`config.mk`:
```
export PLATFORM = sky130hd
export DESIGN_NAME = pbus_timeout_monitor
export DESIGN_NICKNAME = d
export VERILOG_FILES = /design/src/rtl/pbm_pkg.sv /design/src/rtl/pbm_ctrl_reg.sv /design/src/rtl/pbm_limit_decode.sv /design/src/rtl/pbm_counter.sv /design/src/rtl/pbus_timeout_monitor.sv
export SDC_FILE = /design/constraint.sdc
export NUM_CORES = 1
export LEC_CHECK = 0
export BUFFER_PORTS_ARGS = -buffer_cell sky130_fd_sc_hd__buf_2
export CAP_MARGIN = 40
export CORE_ASPECT_RATIO = 0.5
export CORE_MARGIN = 2
export CORE_UTILIZATION = 42
export CTS_CLUSTER_DIAMETER = 50
export DETAILED_ROUTE_END_ITERATION = 10
export PLACE_DENSITY = 0.8
export SYNTH_ARGS = -nofsm -noshare
export SYNTH_HDL_FRONTEND = slang
export SYNTH_SLANG_ARGS = --single-unit
```
`constraint.sdc`:
```
create_clock -name clk -period 2.7 [get_ports clk]
set_input_delay 0.405 -clock clk [delete_from_list [all_inputs] [get_ports clk]]
set_output_delay 0.405 -clock clk [all_outputs]
set_load 0.01 [all_outputs]
```
`src/rtl/pbm_pkg.sv`:
```
// Package: shared constants and the control field layout for the monitor.
// Assumes: the limit code is CODE_W bits and the enable sits just above it.
package pbm_pkg;
    localparam int unsigned CODE_W = 3;
    localparam int unsigned EN_BIT = CODE_W;
    localparam int unsigned CTL_W  = CODE_W + 1;

    typedef struct packed {
        logic              en;
        logic [CODE_W-1:0] code;
    } ctl_t;

    localparam ctl_t CTL_RESET = '{en: 1'b1, code: '0};
endpackage

```
`src/rtl/pbm_ctrl_reg.sv`:
```
// Module: control word storage and readback.
// Holds the enable and limit code. Reserved bits are dropped on write and
// read back as zero. Assumes a write takes effect at the clock edge.
module pbm_ctrl_reg
    import pbm_pkg::*;
#(
    parameter int unsigned DATA_W = 32
) (
    input  logic              clk,
    input  logic              rst_n,
    input  logic              we,
    input  logic [DATA_W-1:0] wdata,
    output logic [DATA_W-1:0] rdata,
    output ctl_t              ctl
);
    localparam int unsigned PAD_W = DATA_W - CTL_W;

    ctl_t ctl_q;

    // Store the low control bits on a write.
    always_ff @(posedge clk) begin
        if (!rst_n) begin
            ctl_q <= CTL_RESET;
        end else if (we) begin
            ctl_q <= ctl_t'(wdata[CTL_W-1:0]);
        end
    end

    // Readback with the reserved bits forced to zero.
    always_comb begin
        rdata = {{PAD_W{1'b0}}, ctl_q};
    end

    assign ctl = ctl_q;
endmodule

```
`src/rtl/pbm_limit_decode.sv`:
```
// Module: turns the limit code into the last count value before an error.
// A code of c means a limit of 2**(LOG2_MAX-c). The output is that limit
// minus one. Assumes LOG2_MAX exceeds the largest code value.
module pbm_limit_decode
    import pbm_pkg::*;
#(
    parameter int unsigned LOG2_MAX = 10
) (
    input  logic [CODE_W-1:0]   code,
    output logic [LOG2_MAX-1:0] last_cnt
);
    // An all-ones value shifted right by the code is 2**(LOG2_MAX-c)-1.
    always_comb begin
        last_cnt = {LOG2_MAX{1'b1}} >> code;
    end
endmodule

```
`src/rtl/pbm_counter.sv`:
```
// Module: access tracking, cycle counting and the two termination pulses.
// An access opens on any select bit and stays open until the wait line is low
// at an edge (normal end) or the count reaches the limit (error end). Normal
// end wins a tie. The counter saturates when the monitor is disabled.
module pbm_counter #(
    parameter int unsigned N_PERIPH = 4,
    parameter int unsigned LOG2_MAX = 10
) (
    input  logic                clk,
    input  logic                rst_n,
    input  logic [N_PERIPH-1:0] sel,
    input  logic                wait_i,
    input  logic                en,
    input  logic [LOG2_MAX-1:0] last_cnt,
    output logic                err_o,
    output logic                done_o
);
    logic                busy_q;
    logic [LOG2_MAX-1:0] cnt_q;
    logic                active;
    logic                at_limit;

    // The access is open if it was already running or a select appears now.
    always_comb begin
        active   = busy_q | (|sel);
        at_limit = en && (cnt_q >= last_cnt);
    end

    // Advance the count and raise the termination pulses.
    always_ff @(posedge clk) begin
        if (!rst_n) begin
            busy_q <= 1'b0;
            cnt_q  <= '0;
            err_o  <= 1'b0;
            done_o <= 1'b0;
        end else begin
            err_o  <= 1'b0;
            done_o <= 1'b0;
            if (!active) begin
                cnt_q <= '0;
            end else if (!wait_i) begin
                done_o <= 1'b1;
                busy_q <= 1'b0;
                cnt_q  <= '0;
            end else if (at_limit) begin
                err_o  <= 1'b1;
                busy_q <= 1'b0;
                cnt_q  <= '0;
            end else begin
                busy_q <= 1'b1;
                if (cnt_q != {LOG2_MAX{1'b1}}) begin
                    cnt_q <= cnt_q + 1'b1;
                end
            end
        end
    end
endmodule

```
`src/rtl/pbus_timeout_monitor.sv`:
```
// Module: top level of the peripheral bus timeout monitor.
// Joins the control word, the limit decoder and the counter. Assumes the
// select vector is already decoded from the address and that the master
// handles the error pulse.
module pbus_timeout_monitor
    import pbm_pkg::*;
#(
    parameter int unsigned N_PERIPH = 4,
    parameter int unsigned LOG2_MAX = 10,
    parameter int unsigned DATA_W   = 32
) (
    input  logic                clk,
    input  logic                rst_n,
    input  logic                ctl_we,
    input  logic [DATA_W-1:0]   ctl_wdata,
    output logic [DATA_W-1:0]   ctl_rdata,
    input  logic [N_PERIPH-1:0] periph_sel,
    input  logic                xfer_wait,
    output logic                err_term,
    output logic                cycle_done
);
    ctl_t                ctl;
    logic                mon_en;
    logic [LOG2_MAX-1:0] last_cnt;

    pbm_ctrl_reg #(.DATA_W(DATA_W)) u_reg (
        .clk   (clk),
        .rst_n (rst_n),
        .we    (ctl_we),
        .wdata (ctl_wdata),
        .rdata (ctl_rdata),
        .ctl   (ctl)
    );

    pbm_limit_decode #(.LOG2_MAX(LOG2_MAX)) u_dec (
        .code     (ctl.code),
        .last_cnt (last_cnt)
    );

    assign mon_en = ctl.en;

    pbm_counter #(.N_PERIPH(N_PERIPH), .LOG2_MAX(LOG2_MAX)) u_cnt (
        .clk      (clk),
        .rst_n    (rst_n),
        .sel      (periph_sel),
        .wait_i   (xfer_wait),
        .en       (mon_en),
        .last_cnt (last_cnt),
        .err_o    (err_term),
        .done_o   (cycle_done)
    );
endmodule

```
# Yosys cells after proc, flatten, opt, wreduce, memory -nomap -nowiden
# Cells that the tools add are included.
[classes]
n_addsub = 1
multipliers = 0
n_div = 0
order_cmp = 1
eq_ne = 1
n_shift = 1
n_mux = 4
n_bitwise = 4
reduce_logical = 5
[op_table]
columns = ["cell", "n"]
rows = [
  ["10-bit by 1-bit adder with 10-bit output, second input constant", 1],
  ["10-bit greater-or-equal comparator", 1],
  ["10-bit inequality test, second input constant", 1],
  ["10-bit by 3-bit right shift with 10-bit output, first input constant", 1],
  ["4-bit OR reduction", 2],
  ["1-bit two-way mux", 4],
  ["1-bit NOT", 3],
  ["3-bit AND reduction", 1],
  ["2-bit AND reduction", 1],
  ["1-bit logical AND", 1],
  ["1-bit bitwise OR", 1],
]
[word_totals]
ff_bits = 17
latch_bits = 0
ram_bits = 0
mem_bits_ro = 0
input_bits = 40
wordCells = 23
n_memories = 0

# Logic depth before layout (Yosys ltp)
[depth]
ltp_word = 5
mapped_depth = 7
mapped_depth_nobuf = 6

# Modules after synthesis
# From an unflattened synthesis, not the netlist that was laid out.
[hier_totals]
hier_cells = 162
area_unflattened_um2 = 1350.0
[modules_own_cells]
columns = ["mod", "n_inst", "cells_per_inst", "area_per_inst_um2"]
rows = [
  ["pbm_counter", 1, 105, 900.9],
  ["pbm_ctrl_reg", 1, 46, 391.6],
  ["pbm_limit_decode", 1, 11, 57.6],
]

# Worst setup path after synthesis
# No wires, ideal clock.
[synth_timing]
kind = "register to register"
from = "register u_reg.ctl_q (netlist bit u_reg.ctl[2])"
to = "register u_cnt.cnt_q[8]"
setup_ps = 82
t_arrival_ps = 2128
setup_slack_ps = 490
path_stages_with_launch = 8
period_less_slack_ps = 2210
path_cell_list = "dfxtp_1 or3_1 ha_1 a21oi_1 a31oi_1 or4_4 buf_6 a211oi_4"
[synth_between]
elab_chain_len = 4
[synth_lines]
columns = ["element", "line", "text"]
rows = [
  ["start: declaration", "pbm_ctrl_reg.sv:18", "ctl_t ctl_q;"],
  ["start signal: assignment", "pbm_ctrl_reg.sv:25", "ctl_q <= ctl_t'(wdata[CTL_W-1:0]);"],
  ["10-bit by 3-bit right shift with 10-bit output", "pbm_limit_decode.sv:14", "last_cnt = {LOG2_MAX{1'b1}} >> code;"],
  ["10-bit greater-or-equal comparator", "pbm_counter.sv:26", "at_limit = en && (cnt_q >= last_cnt);"],
  ["1-bit logical AND", "pbm_counter.sv:26", ""],
  ["4-bit OR reduction (no source line)", "n/a", ""],
  ["end signal: assignment", "pbm_counter.sv:52", "cnt_q <= cnt_q + 1'b1;"],
  ["end: declaration", "pbm_counter.sv:19", "logic [LOG2_MAX-1:0] cnt_q;"],
]
# No other way between the ends.
# A chain may end at the register's enable or synchronous reset.

# Worst setup path in the final report
[layout_timing]
from = "register u_reg.ctl_q (netlist bit u_reg.ctl[2])"
to = "register u_cnt.cnt_q[2]"
# The elaborated chain is that of the path after synthesis.

==> impl_metrics.env <==
export IMPL_status="finished clean"
export IMPL_ys_seq_area_share_pct=29.7
export IMPL_fillers=261
export IMPL_min_period_over_period_pct=86.8
export IMPL_ys_flop_type="dfxtp_1"
export IMPL_grt_overflow=0
export IMPL_worst_path_buf_inv=0
export IMPL_cts_sinks=17
export IMPL_syn_area_sq_mm=0.00115
export IMPL_synth_avg_cell_area_sq_um=8.63
export IMPL_fmax_mhz=427
export IMPL_drive_above_1_share_pct=16.0
export IMPL_swShare_pct=25.0
export IMPL_core_area_sq_mm=0.00260
export IMPL_p_clk_share_pct=36.5
export IMPL_wire_per_inst_um=10.4
export IMPL_whs_ps=323
export IMPL_synth_area_leaders="dfxtp_1 (30%), buf_4 (19%), ha_1 (8.7%), mux2i_1 (6.1%), nor2_1 (4.6%)"
export IMPL_endpoint_kind="flip-flop"
export IMPL_p_sw_uw=128
export IMPL_holdBufCountCts=0
export IMPL_cts_tree="built"
export IMPL_cts_setup_buffers=0
export IMPL_setup_viol_count_final=0
export IMPL_cpPeakStageDelay_ps=650
export IMPL_grt_pass1_wl_um=2790
export IMPL_synth_commonest_cells="buf_4 (29), dfxtp_1 (17), nor2_1 (14), ha_1 (8)"
export IMPL_drtIter0Drc=63
export IMPL_grtUsageTotal_pct=11.7
export IMPL_clock_latency_ps=250
export IMPL_cts_resized_gates=0
export IMPL_synthMostInstantiatedCell="buf_4"
export IMPL_finalPower_uw=513
export IMPL_yosys_area_top_type="dfxtp_1"
export IMPL_wirelength_um=1940
export IMPL_die_area_sq_mm=0.00319
export IMPL_cts_root_buf="clkbuf_8"
export IMPL_ir_drop_uv=228
export IMPL_final_max_slew_viol_count=0
export IMPL_relSlewSlack_pct=57.8
export IMPL_yosysWarnings=0
export IMPL_p_leak_nw=0.557
export IMPL_hold_start="xfer_wait"
export IMPL_min_path_cells=2
export IMPL_initial_core_util_pct=44.1
export IMPL_pwr_share_seq_pct=51.8
export IMPL_synthArstFlopShare_pct=0
export IMPL_clock_skew_ps=2.62
export IMPL_grt_max_degree=12
export IMPL_reg2reg_from="u_reg.ctl[2]"
export IMPL_detail_route_antenna_nets=0
export IMPL_tightest_slew_ps=628
export IMPL_antenna_found_initial=0
export IMPL_clk_pin_slew_ps=60
export IMPL_drc=0
export IMPL_cp_cell_sequence="or3_1 > ha_1 > a21oi_1 > a31oi_1 > or4_4 > nor3_1"
export IMPL_fp_dieW_um=77.9
export IMPL_h_tree_depth=1
export IMPL_viasPerCell=4.75
export IMPL_start_kind="flip-flop"
export IMPL_globalplace_congestion=0.808
export IMPL_combPwrFrac_pct=11.8
export IMPL_finalHoldViolCount=0
export IMPL_first_pass_iters=4
export IMPL_port_buffers=17
export IMPL_max_cap_violations=0
export IMPL_syn_inst=133
export IMPL_powerDensity_mw_per_mm2=430
export IMPL_io_pins=74
export IMPL_rsz0062_at_grt="false"
export IMPL_crit_start="u_reg.ctl[2]"
export IMPL_synth_edf_count=0
export IMPL_period_needed_ps=2340
export IMPL_area_growth_pct=3.93
export IMPL_numCtsBuffers=3
export IMPL_cp_arrival_ps=2520
export IMPL_yosys_register_bits=17
export IMPL_required_ps=2880
export IMPL_tns_ps=0
export IMPL_cp_depth=6
export IMPL_critPathMaxFanout=11
export IMPL_critPathTopFamily="simple AND/OR/NAND/NOR gates"
export IMPL_rows=13
export IMPL_hold_path_class="input port to flip-flop"
export IMPL_crit_type="flip-flop to flip-flop"
export IMPL_dp_hpwl_um=1480
export IMPL_internal_power_uw=384
export IMPL_layout_nets=199
export IMPL_critPathSlowestCell="or4_4"
export IMPL_vias=889
export IMPL_fp_dieH_um=41.0
export IMPL_ff2ff_path_depth=6
export IMPL_diodes=0
export IMPL_grt_pass1_vias=630
export IMPL_cts_buffer_depth=2
export IMPL_yosys_area_top_type_share_pct=29.7
export IMPL_synth_cell_types=36
==> worst reg2reg max path: stages, from the launching register on <==
cell and delay [ps]:
dfxtp_1 380, or3_1 400, ha_1 330, a21oi_1 170
a31oi_1 130, or4_4 650, nor3_1 210
==> registers in the layout (all words and copies together), names as in the netlist <==
name,flops
u_cnt.cnt_q,10
u_cnt.done_o,1
u_reg.ctl,4
u_cnt.err_o,1
u_cnt.busy_q,1
==> through the flow <==
stage	cell area, sq um	std cells	util [%]	setup slack [ps]
6_report	1190	187	45.8	357
5_1_grt	1190	187	45.8	236
4_1_cts	1190	187	45.8	347
3_5_place_dp	1150	183	44.1	375
3_3_place_gp	1150	183	44.1	412
2_1_floorplan	1250	160	-	490
==> metal layers <==
| layer | share of wire, % | GRT usage (%) |
|---|---|---|
| met2 | 47 | 22.2 |
| met5 | 0 | 0 |
| met3 | 7.4 | 2.64 |
| met4 | 0 | 3.95 |
| met1 | 46 | 14.0 |
==> cell families (layout without fill, tap and decap cells) <==
logic type      count (synthesis)  in the layout  synth area share (%)
simple gates                   50             50                  22.5
fa+ha+maj                       8              8                  8.72
mux                             7              7                  6.11
xor+xnor                        2              2                  1.53
compound gates                 15             15                  10.3
other cells                     1             28                 0.327
buf+inv                        33             23                  20.9
flops                          17             17                  29.7
==> power groups by stage <==
stage | Combinational, mW | Clock [mW] | Sequential [mW]
floorplan | 0.0753 | 0 | 0.271
global placement | 0.0584 | 0 | 0.271
detailed placement | 0.0600 | 0 | 0.271
CTS | 0.0601 | 0.192 | 0.265
global route | 0.0677 | 0.204 | 0.266
finish | 0.0603 | 0.187 | 0.265
==> area by class of cell <==
cell class                      count  area (sq um)  share of cell area, %
Multi-Input combinational cell    110           668                   56.0
Sequential cell                    17           340                   28.5
Inverter                            2          7.51                  0.630
Timing Repair Buffer               17          85.1                   7.14
Clock buffer                        4          45.0                   3.78
Tap cell                           37          46.3                   3.88
==> final timing paths <==
check                    to  slack, ps
max reg2reg  u_cnt.cnt_q[2]        360
min            u_cnt.done_o        320
min reg2reg    u_reg.ctl[3]        540
max          u_cnt.cnt_q[2]        360
==> cells in the final DEF (no fill, tap or decap), drive strengths merged, types with 4 or more instances in the layout <==
cell and count:
nand2 7, dfxtp 17, nand3 7, clkbuf 4
ha 8, nand4 4, nor2 14, conb 28
nor2b 4, buf 17, mux2i 7
No activity file was read; power rests on OpenSTA's default activity.
